### config.mk
export PLATFORM = sky130hd
export DESIGN_NAME = part_mul8x16
export DESIGN_NICKNAME = d
export VERILOG_FILES = /design/src/rtl/part_mul_pkg.sv /design/src/rtl/pmul_select.sv /design/src/rtl/pmul_lane.sv /design/src/rtl/pmul_pack.sv /design/src/rtl/part_mul8x16.sv
export SDC_FILE = /design/constraint.sdc
export NUM_CORES = 2
export LEC_CHECK = 0
export BUFFER_PORTS_ARGS = -buffer_cell sky130_fd_sc_hd__buf_2
export CAP_MARGIN = 0
export CORE_MARGIN = 5
export CORE_UTILIZATION = 55
export CTS_CLUSTER_SIZE = 24
export DETAILED_ROUTE_END_ITERATION = 8
export PLACE_DENSITY = 0.84
export SETUP_SLACK_MARGIN = 0.15
export SKIP_LAST_GASP = 1
export SLEW_MARGIN = 10
export SYNTH_ARGS = -nofsm -noshare
export SYNTH_HDL_FRONTEND = slang
export SYNTH_HIERARCHICAL = 1
export SYNTH_SLANG_ARGS = --single-unit
### constraint.sdc
create_clock -name clk -period 20.3 [get_ports clk]
set_input_delay 4.06 -clock clk [delete_from_list [all_inputs] [get_ports clk]]
set_output_delay 4.06 -clock clk [all_outputs]
set_load 0.01 [all_outputs]
### src/rtl/part_mul_pkg.sv
package part_mul_pkg;

  typedef enum logic [2:0] {
    MODE_LANE    = 3'd0,
    MODE_SHR_HI  = 3'd1,
    MODE_SHR_LO  = 3'd2,
    MODE_BYTE_HI = 3'd3,
    MODE_BYTE_LO = 3'd4,
    MODE_WIDE_HI = 3'd5,
    MODE_WIDE_LO = 3'd6,
    MODE_NONE    = 3'd7
  } mul_mode_e;

  function automatic logic mode_is_wide(input mul_mode_e m);
    return (m == MODE_WIDE_HI) || (m == MODE_WIDE_LO);
  endfunction

endpackage

### src/rtl/pmul_select.sv
module pmul_select
  import part_mul_pkg::*;
#(
  parameter int LANES  = 4,
  parameter int PIX_W  = 8,
  parameter int COEF_W = 16,
  localparam int DATA_W = LANES * COEF_W
) (
  input  mul_mode_e                      mode,
  input  logic [DATA_W-1:0]              opa,
  input  logic [DATA_W-1:0]              opb,
  output logic [LANES-1:0][PIX_W-1:0]    pix,
  output logic [LANES-1:0][COEF_W-1:0]   coef
);

  localparam int WIDE_LANES = LANES / 2;

  for (genvar k = 0; k < LANES; k++) begin : g_lane
    logic [PIX_W-1:0]  pix_packed, pix_upper, pix_lower;
    logic [COEF_W-1:0] coef_own;
    logic              wide_off;

    assign pix_packed = opa[k*PIX_W +: PIX_W];
    assign pix_upper  = opa[k*COEF_W + PIX_W +: PIX_W];
    assign pix_lower  = opa[k*COEF_W +: PIX_W];
    assign coef_own   = opb[k*COEF_W +: COEF_W];
    assign wide_off   = (k >= WIDE_LANES);

    always_comb begin
      pix[k]  = '0;
      coef[k] = coef_own;
      unique case (mode)
        MODE_LANE:    pix[k] = pix_packed;
        MODE_SHR_HI: begin
          pix[k]  = pix_packed;
          coef[k] = opb[COEF_W +: COEF_W];
        end
        MODE_SHR_LO: begin
          pix[k]  = pix_packed;
          coef[k] = opb[0 +: COEF_W];
        end
        MODE_BYTE_HI: pix[k] = pix_upper;
        MODE_BYTE_LO: pix[k] = pix_lower;
        MODE_WIDE_HI: pix[k] = wide_off ? '0 : pix_upper;
        MODE_WIDE_LO: pix[k] = wide_off ? '0 : pix_lower;
        default:      pix[k] = '0;
      endcase
    end
  end

endmodule

### src/rtl/pmul_lane.sv
module pmul_lane #(
  parameter int PIX_W  = 8,
  parameter int COEF_W = 16,
  localparam int PROD_W = PIX_W + COEF_W + 1
) (
  input  logic                     clk,
  input  logic                     rst_n,
  input  logic [PIX_W-1:0]         pix,
  input  logic [COEF_W-1:0]        coef,
  output logic signed [PROD_W-1:0] prod_q
);

  function automatic logic signed [PROD_W-1:0] mul_us(
    input logic [PIX_W-1:0] p, input logic [COEF_W-1:0] c);
    logic signed [PROD_W-1:0] pe, ce;
    pe = {{(PROD_W-PIX_W){1'b0}}, p};
    ce = {{(PROD_W-COEF_W){c[COEF_W-1]}}, c};
    return pe * ce;
  endfunction

  always_ff @(posedge clk) begin
    if (!rst_n) prod_q <= '0;
    else        prod_q <= mul_us(pix, coef);
  end

endmodule

### src/rtl/pmul_pack.sv
module pmul_pack
  import part_mul_pkg::*;
#(
  parameter int LANES  = 4,
  parameter int PIX_W  = 8,
  parameter int COEF_W = 16,
  localparam int PROD_W = PIX_W + COEF_W + 1,
  localparam int DATA_W = LANES * COEF_W
) (
  input  mul_mode_e                    mode,
  input  logic [LANES-1:0][PROD_W-1:0] prod,
  output logic [DATA_W-1:0]            data
);

  localparam int SLOT_W     = 2 * COEF_W;
  localparam int SHIFT      = PIX_W - 1;
  localparam int PAD_W      = SLOT_W - COEF_W - SHIFT;
  localparam int WIDE_LANES = LANES / 2;

  function automatic logic [COEF_W-1:0] mid_round(input logic [PROD_W-1:0] p);
    return p[PIX_W +: COEF_W] + {{(COEF_W-1){1'b0}}, p[PIX_W-1]};
  endfunction

  logic [LANES-1:0][COEF_W-1:0]     rounded;
  logic [WIDE_LANES-1:0][SLOT_W-1:0] wide_slot;
  logic [DATA_W-1:0]                 narrow_word, wide_word;

  for (genvar k = 0; k < LANES; k++) begin : g_rnd
    assign rounded[k] = mid_round(prod[k]);
  end

  for (genvar k = 0; k < WIDE_LANES; k++) begin : g_wide
    assign wide_slot[k] = {{PAD_W{1'b0}}, rounded[k], {SHIFT{1'b0}}};
  end

  assign narrow_word = rounded;
  assign wide_word   = wide_slot;
  assign data        = mode_is_wide(mode) ? wide_word : narrow_word;

endmodule

### src/rtl/part_mul8x16.sv
module part_mul8x16
  import part_mul_pkg::*;
#(
  parameter int LANES  = 4,
  parameter int PIX_W  = 8,
  parameter int COEF_W = 16,
  localparam int DATA_W = LANES * COEF_W,
  localparam int PROD_W = PIX_W + COEF_W + 1
) (
  input  logic              clk,
  input  logic              rst_n,
  input  logic              in_valid,
  input  logic [2:0]        in_mode,
  input  logic [DATA_W-1:0] in_a,
  input  logic [DATA_W-1:0] in_b,
  output logic              out_valid,
  output logic [DATA_W-1:0] out_data
);

  mul_mode_e                     mode_in, s1_mode;
  logic [LANES-1:0][PIX_W-1:0]   pix;
  logic [LANES-1:0][COEF_W-1:0]  coef;
  logic [LANES-1:0][PROD_W-1:0]  s1_prod;
  logic [DATA_W-1:0]             packed_res;
  logic                          s1_valid;

  assign mode_in = mul_mode_e'(in_mode);

  pmul_select #(.LANES(LANES), .PIX_W(PIX_W), .COEF_W(COEF_W)) u_sel (
    .mode(mode_in), .opa(in_a), .opb(in_b), .pix(pix), .coef(coef)
  );

  for (genvar k = 0; k < LANES; k++) begin : g_mul
    logic signed [PROD_W-1:0] p_q;
    pmul_lane #(.PIX_W(PIX_W), .COEF_W(COEF_W)) u_lane (
      .clk(clk), .rst_n(rst_n), .pix(pix[k]), .coef(coef[k]), .prod_q(p_q)
    );
    assign s1_prod[k] = p_q;
  end

  always_ff @(posedge clk) begin
    if (!rst_n) begin
      s1_valid <= 1'b0;
      s1_mode  <= MODE_LANE;
    end else begin
      s1_valid <= in_valid;
      s1_mode  <= mode_in;
    end
  end

  pmul_pack #(.LANES(LANES), .PIX_W(PIX_W), .COEF_W(COEF_W)) u_pack (
    .mode(s1_mode), .prod(s1_prod), .data(packed_res)
  );

  always_ff @(posedge clk) begin
    if (!rst_n) begin
      out_valid <= 1'b0;
      out_data  <= '0;
    end else begin
      out_valid <= s1_valid;
      out_data  <= packed_res;
    end
  end

endmodule

# After elaboration in Yosys (flattened, before gate mapping)
# Index checks and enable logic that the tools add are counted.
# classes
mux,9
addsub,4
multipliers,4
bitwise,1
n_reduce_logical,7
n_eq_ne,8
# op_table
op,count
$mul 9x16->24,4
$pmux 8 s3,3
$add 16x1->16,4
$pmux 16 s2,2
$mux 55,1
$mux 16,2
$pmux 8 s2,1
$eq 3x3->1 const B,5
$eq 3x2->1 const B,2
$reduce_or 2->1,3
$reduce_or 5->1,1
$eq 3x1->1 const B,1
$logic_not 3->1,1
$reduce_or 3->1,1
$logic_or 1x1->1,1
$not 1->1,1
# word_totals
elab_cells,42
reg_bits,165

# Logic depth before layout (Yosys ltp)
# logic_depth
depth_word,4
mapped_depth,24
ltp_nobuf,20

# Hierarchy
# Netlist, hierarchy kept.
# by_module_without_submodules
module,area_per_inst_um2,cells_per_inst,instances
pmul_lane at g_mul[2].u_lane,5494.0,633,1
pmul_lane at g_mul[1].u_lane,5442.7,622,1
pmul_lane at g_mul[0].u_lane,5362.6,615,1
pmul_lane at g_mul[3].u_lane,5332.6,609,1
pmul_select,2162.1,367,1
part_mul8x16,1880.6,145,1
pmul_pack,1684.1,272,1

# Least setup slack after synthesis
# Ideal clock, no wire load.
# synth_path
path_kind,input to register
startpoint,in in_mode[0]
endpoint,reg g_mul[2].u_lane.prod_q[23]
setup_ps,130
cell_stages,22
n_path_buf,5
slack_ps,11105
t_required_ps,20170
arrival_time_ps,9065
path_cell_list,buf_2 -> and2_1 -> clkbuf_1 -> buf_2 -> a21oi_1 -> o22ai_1 -> clkbuf_1 -> nand2_1 -> fa_1 -> inv_1 -> fa_1 -> inv_1 -> fa_1 -> inv_1 -> fa_1 -> ha_1 -> buf_2 -> a21o_1 -> a31o_1 -> a221oi_1 -> nand4_1 -> nor3b_1
# synth_rtl
item,line,text
start: declaration,part_mul8x16.sv:13,"input logic [2:0] in_mode,"
end signal: assignment,pmul_lane.sv:23,"else prod_q <= mul_us(pix, coef);"
end: declaration,pmul_lane.sv:10,output logic signed [PROD_W-1:0] prod_q

==> impl_metrics.json <==
{
  "pre_cts_ws_ps": 9978,
  "num-fill-cells": 3936,
  "cts_root_buf": "clkbuf_16",
  "max_stage_delay_ps": 680,
  "synth_area_per_cell_um2": 8.310,
  "io_pins": 199,
  "drt-wirelength-per-cell_um": 18.77,
  "rows": 79,
  "min_path_type": "flop to flop",
  "cts_sinks": 137,
  "port_buffers": 198,
  "place_inst": 3855,
  "grt_pass1_vias": 21730,
  "drtIter0Drc": 2230,
  "cts_tree": "done",
  "crit_path_max_fanout": 94,
  "use_met1_pct": 39.83,
  "busiest_layer": "met2",
  "layout.nets": 4019,
  "drive_above_1_share_pct": 9.634,
  "finalHoldViolations": 0,
  "area_growth_pct": 7.699,
  "grt_setup_unrepaired": "false",
  "grt_usage_pct": 27.63,
  "maxSlewHeadroom_pct": 12.02,
  "post_cts_resized": 0,
  "tightest_slew_ps": 1320,
  "worstPathArrival_ps": 10310,
  "grt.overflow.total": 0,
  "required_ps": 20630,
  "cpMaxStageDelayCell": "buf_4",
  "fin_crit_ps": 9979,
  "setup_slack_ps": 10320,
  "setup-tns-final_ps": 0,
  "outcome": "complete, no violations",
  "path_common_cell": "fa_1",
  "dieHeight_um": 227.8,
  "post_cts_buffers": 0,
  "dieArea_mm2": 0.05188,
  "drv_cap": 0,
  "multi_input_area_mm2": 0.02041,
  "finalCritPeriodShare_pct": 49.16,
  "finalWeightedCongestion": 0.9659,
  "drtAntennaViolNets": 0,
  "start_util_pct": 55.79,
  "crit_type": "input port to flop",
  "timing.hold.ws_ps": 446.1,
  "drc_errors": 0,
  "cts_hold_buf": 0,
  "fin_worst_skew_ps": 14.87,
  "dpl_cell_area_mm2": 0.02750,
  "start_kind": "input port",
  "crit_path_end_kind": "flop",
  "antenna_found_initial": 4,
  "cellLeakagePower_nw": 14.29,
  "dieWidth_um": 227.8,
  "cts_buffers": 17,
  "fmax_mhz": 100.2,
  "wl_um": 72970,
  "grt.met2_usage_pct": 41.48,
  "final_area_mm2": 0.02809,
  "dr_total_vias": 21640,
  "seq_area_mm2": 0.002743,
  "cellPowerDensity_mw_per_mm2": 129.3,
  "clk-insertion-delay-late_ps": 430,
  "clockBufferDepth": 2,
  "dr.pass1.iters": 6,
  "core_mm2": 0.04675,
  "timing.final.max_slew_violations": 0,
  "syn-num-nets": 3891,
  "yosys_warnings": 6,
  "clk_pin_slew_ps": 60,
  "grt_max_degree": 95,
  "grt_util_met3_pct": 7.180,
  "crit_chain": "buf_4 > nor2b_1 > buf_4 > o21a_4 > a221o_1 > nand2_1 > fa_1 > inv_1 > fa_1 > fa_1 > inv_1 > fa_1 > inv_1 > ha_1 > a211oi_1 > o21bai_1 > nor3_2 > o31ai_2 > a311oi_1 > mux2i_1",
  "grt_pass1_wl_um": 117300,
  "fin_util_pct": 60.09,
  "finalPower_mw": 3.632,
  "avgViaCountPerCell": 5.566,
  "ir_worst_vdd_uv": 81.49,
  "setup_viol": 0,
  "final_cells": 3888,
  "syn_area_mm2": 0.02608,
  "dpl.hpwl_um": 61150,
  "syn_inst": 3139,
  "cts.htree.levels": 4
}
-- flip-flops by register name, indices dropped and copies added, names as in the netlist --
signal               cells
s1_valid                 1
out_data                64
out_valid                1
g_mul.u_lane/prod_q     68
s1_mode                  3
-- per-layer routing --
layer | share of wire (%) | wire, um | up-vias
met1 | 44 | 31970 | 10320
met3 | 10 | 7612 | 156
met4 | 3.3 | 2428 | 6
met5 | 0.056 | 41 | -
li1 | - | - | 9993
met2 | 42 | 30920 | 1172
-- path summary, 6_finish.rpt --
path	from	slack [ps]	end	depth (start not counted)
max	in_mode[2]	10320	g_mul[1].u_lane/prod_q[22]$_SDFF_PN0_	20
min	s1_valid$_SDFF_PN0_	450	out_valid$_SDFF_PN0_	1
max reg2reg	g_mul[0].u_lane/prod_q[7]$_SDFF_PN0_	18220	out_data[19]$_SDFF_PN0_	7
min reg2reg	s1_valid$_SDFF_PN0_	450	out_valid$_SDFF_PN0_	1
-- where the power goes --
part	internal [mW]	leakage, nW	switching (mW)	total [mW]
Combinational	1.13	12.9	1.76	2.89
Clock	0.178	0.280	0.123	0.301
Sequential	0.370	1.13	0.0730	0.443
-- cell type report --
type | count | share of cell area, %
antenna | 1 | 0.008908
timing repair buffer | 221 | 4.160
clock inverter | 13 | 0.4766
multi-input combinational | 2245 | 72.66
inverter | 645 | 8.618
sequential | 137 | 9.763
tap | 607 | 2.704
clock buffer | 19 | 1.612
-- placed cells by master, fill, tap and decap left out, drive strengths merged, types with 9 or more instances in the layout --
cell type  count
nor2b         38
dfxtp        137
and2         409
nand2        323
o21a          13
a211oi        10
xor2          27
buf          221
o22ai         18
o21bai        15
o31ai          9
a21o          11
and3           9
nor4          22
clkbuf        19
nand2b        17
nor3          29
ha           210
mux2i         37
mux2          18
o211ai        11
a21oi        107
fa           408
nand3         77
o21ai        134
xnor2         56
inv          651
nor3b         20
a31oi         14
nor2         108
nand4         28
-- critical path: cells and delay by family --
family	cells	cell delay, ps
adder cells (fa/ha/maj)	5	2510
multiplexers	1	250
AO/OA/AOI/OAI	6	1790
AND/OR/NAND/NOR	3	580
buffers and inverters	5	1090
No activity file was read; power rests on OpenSTA's default activity.
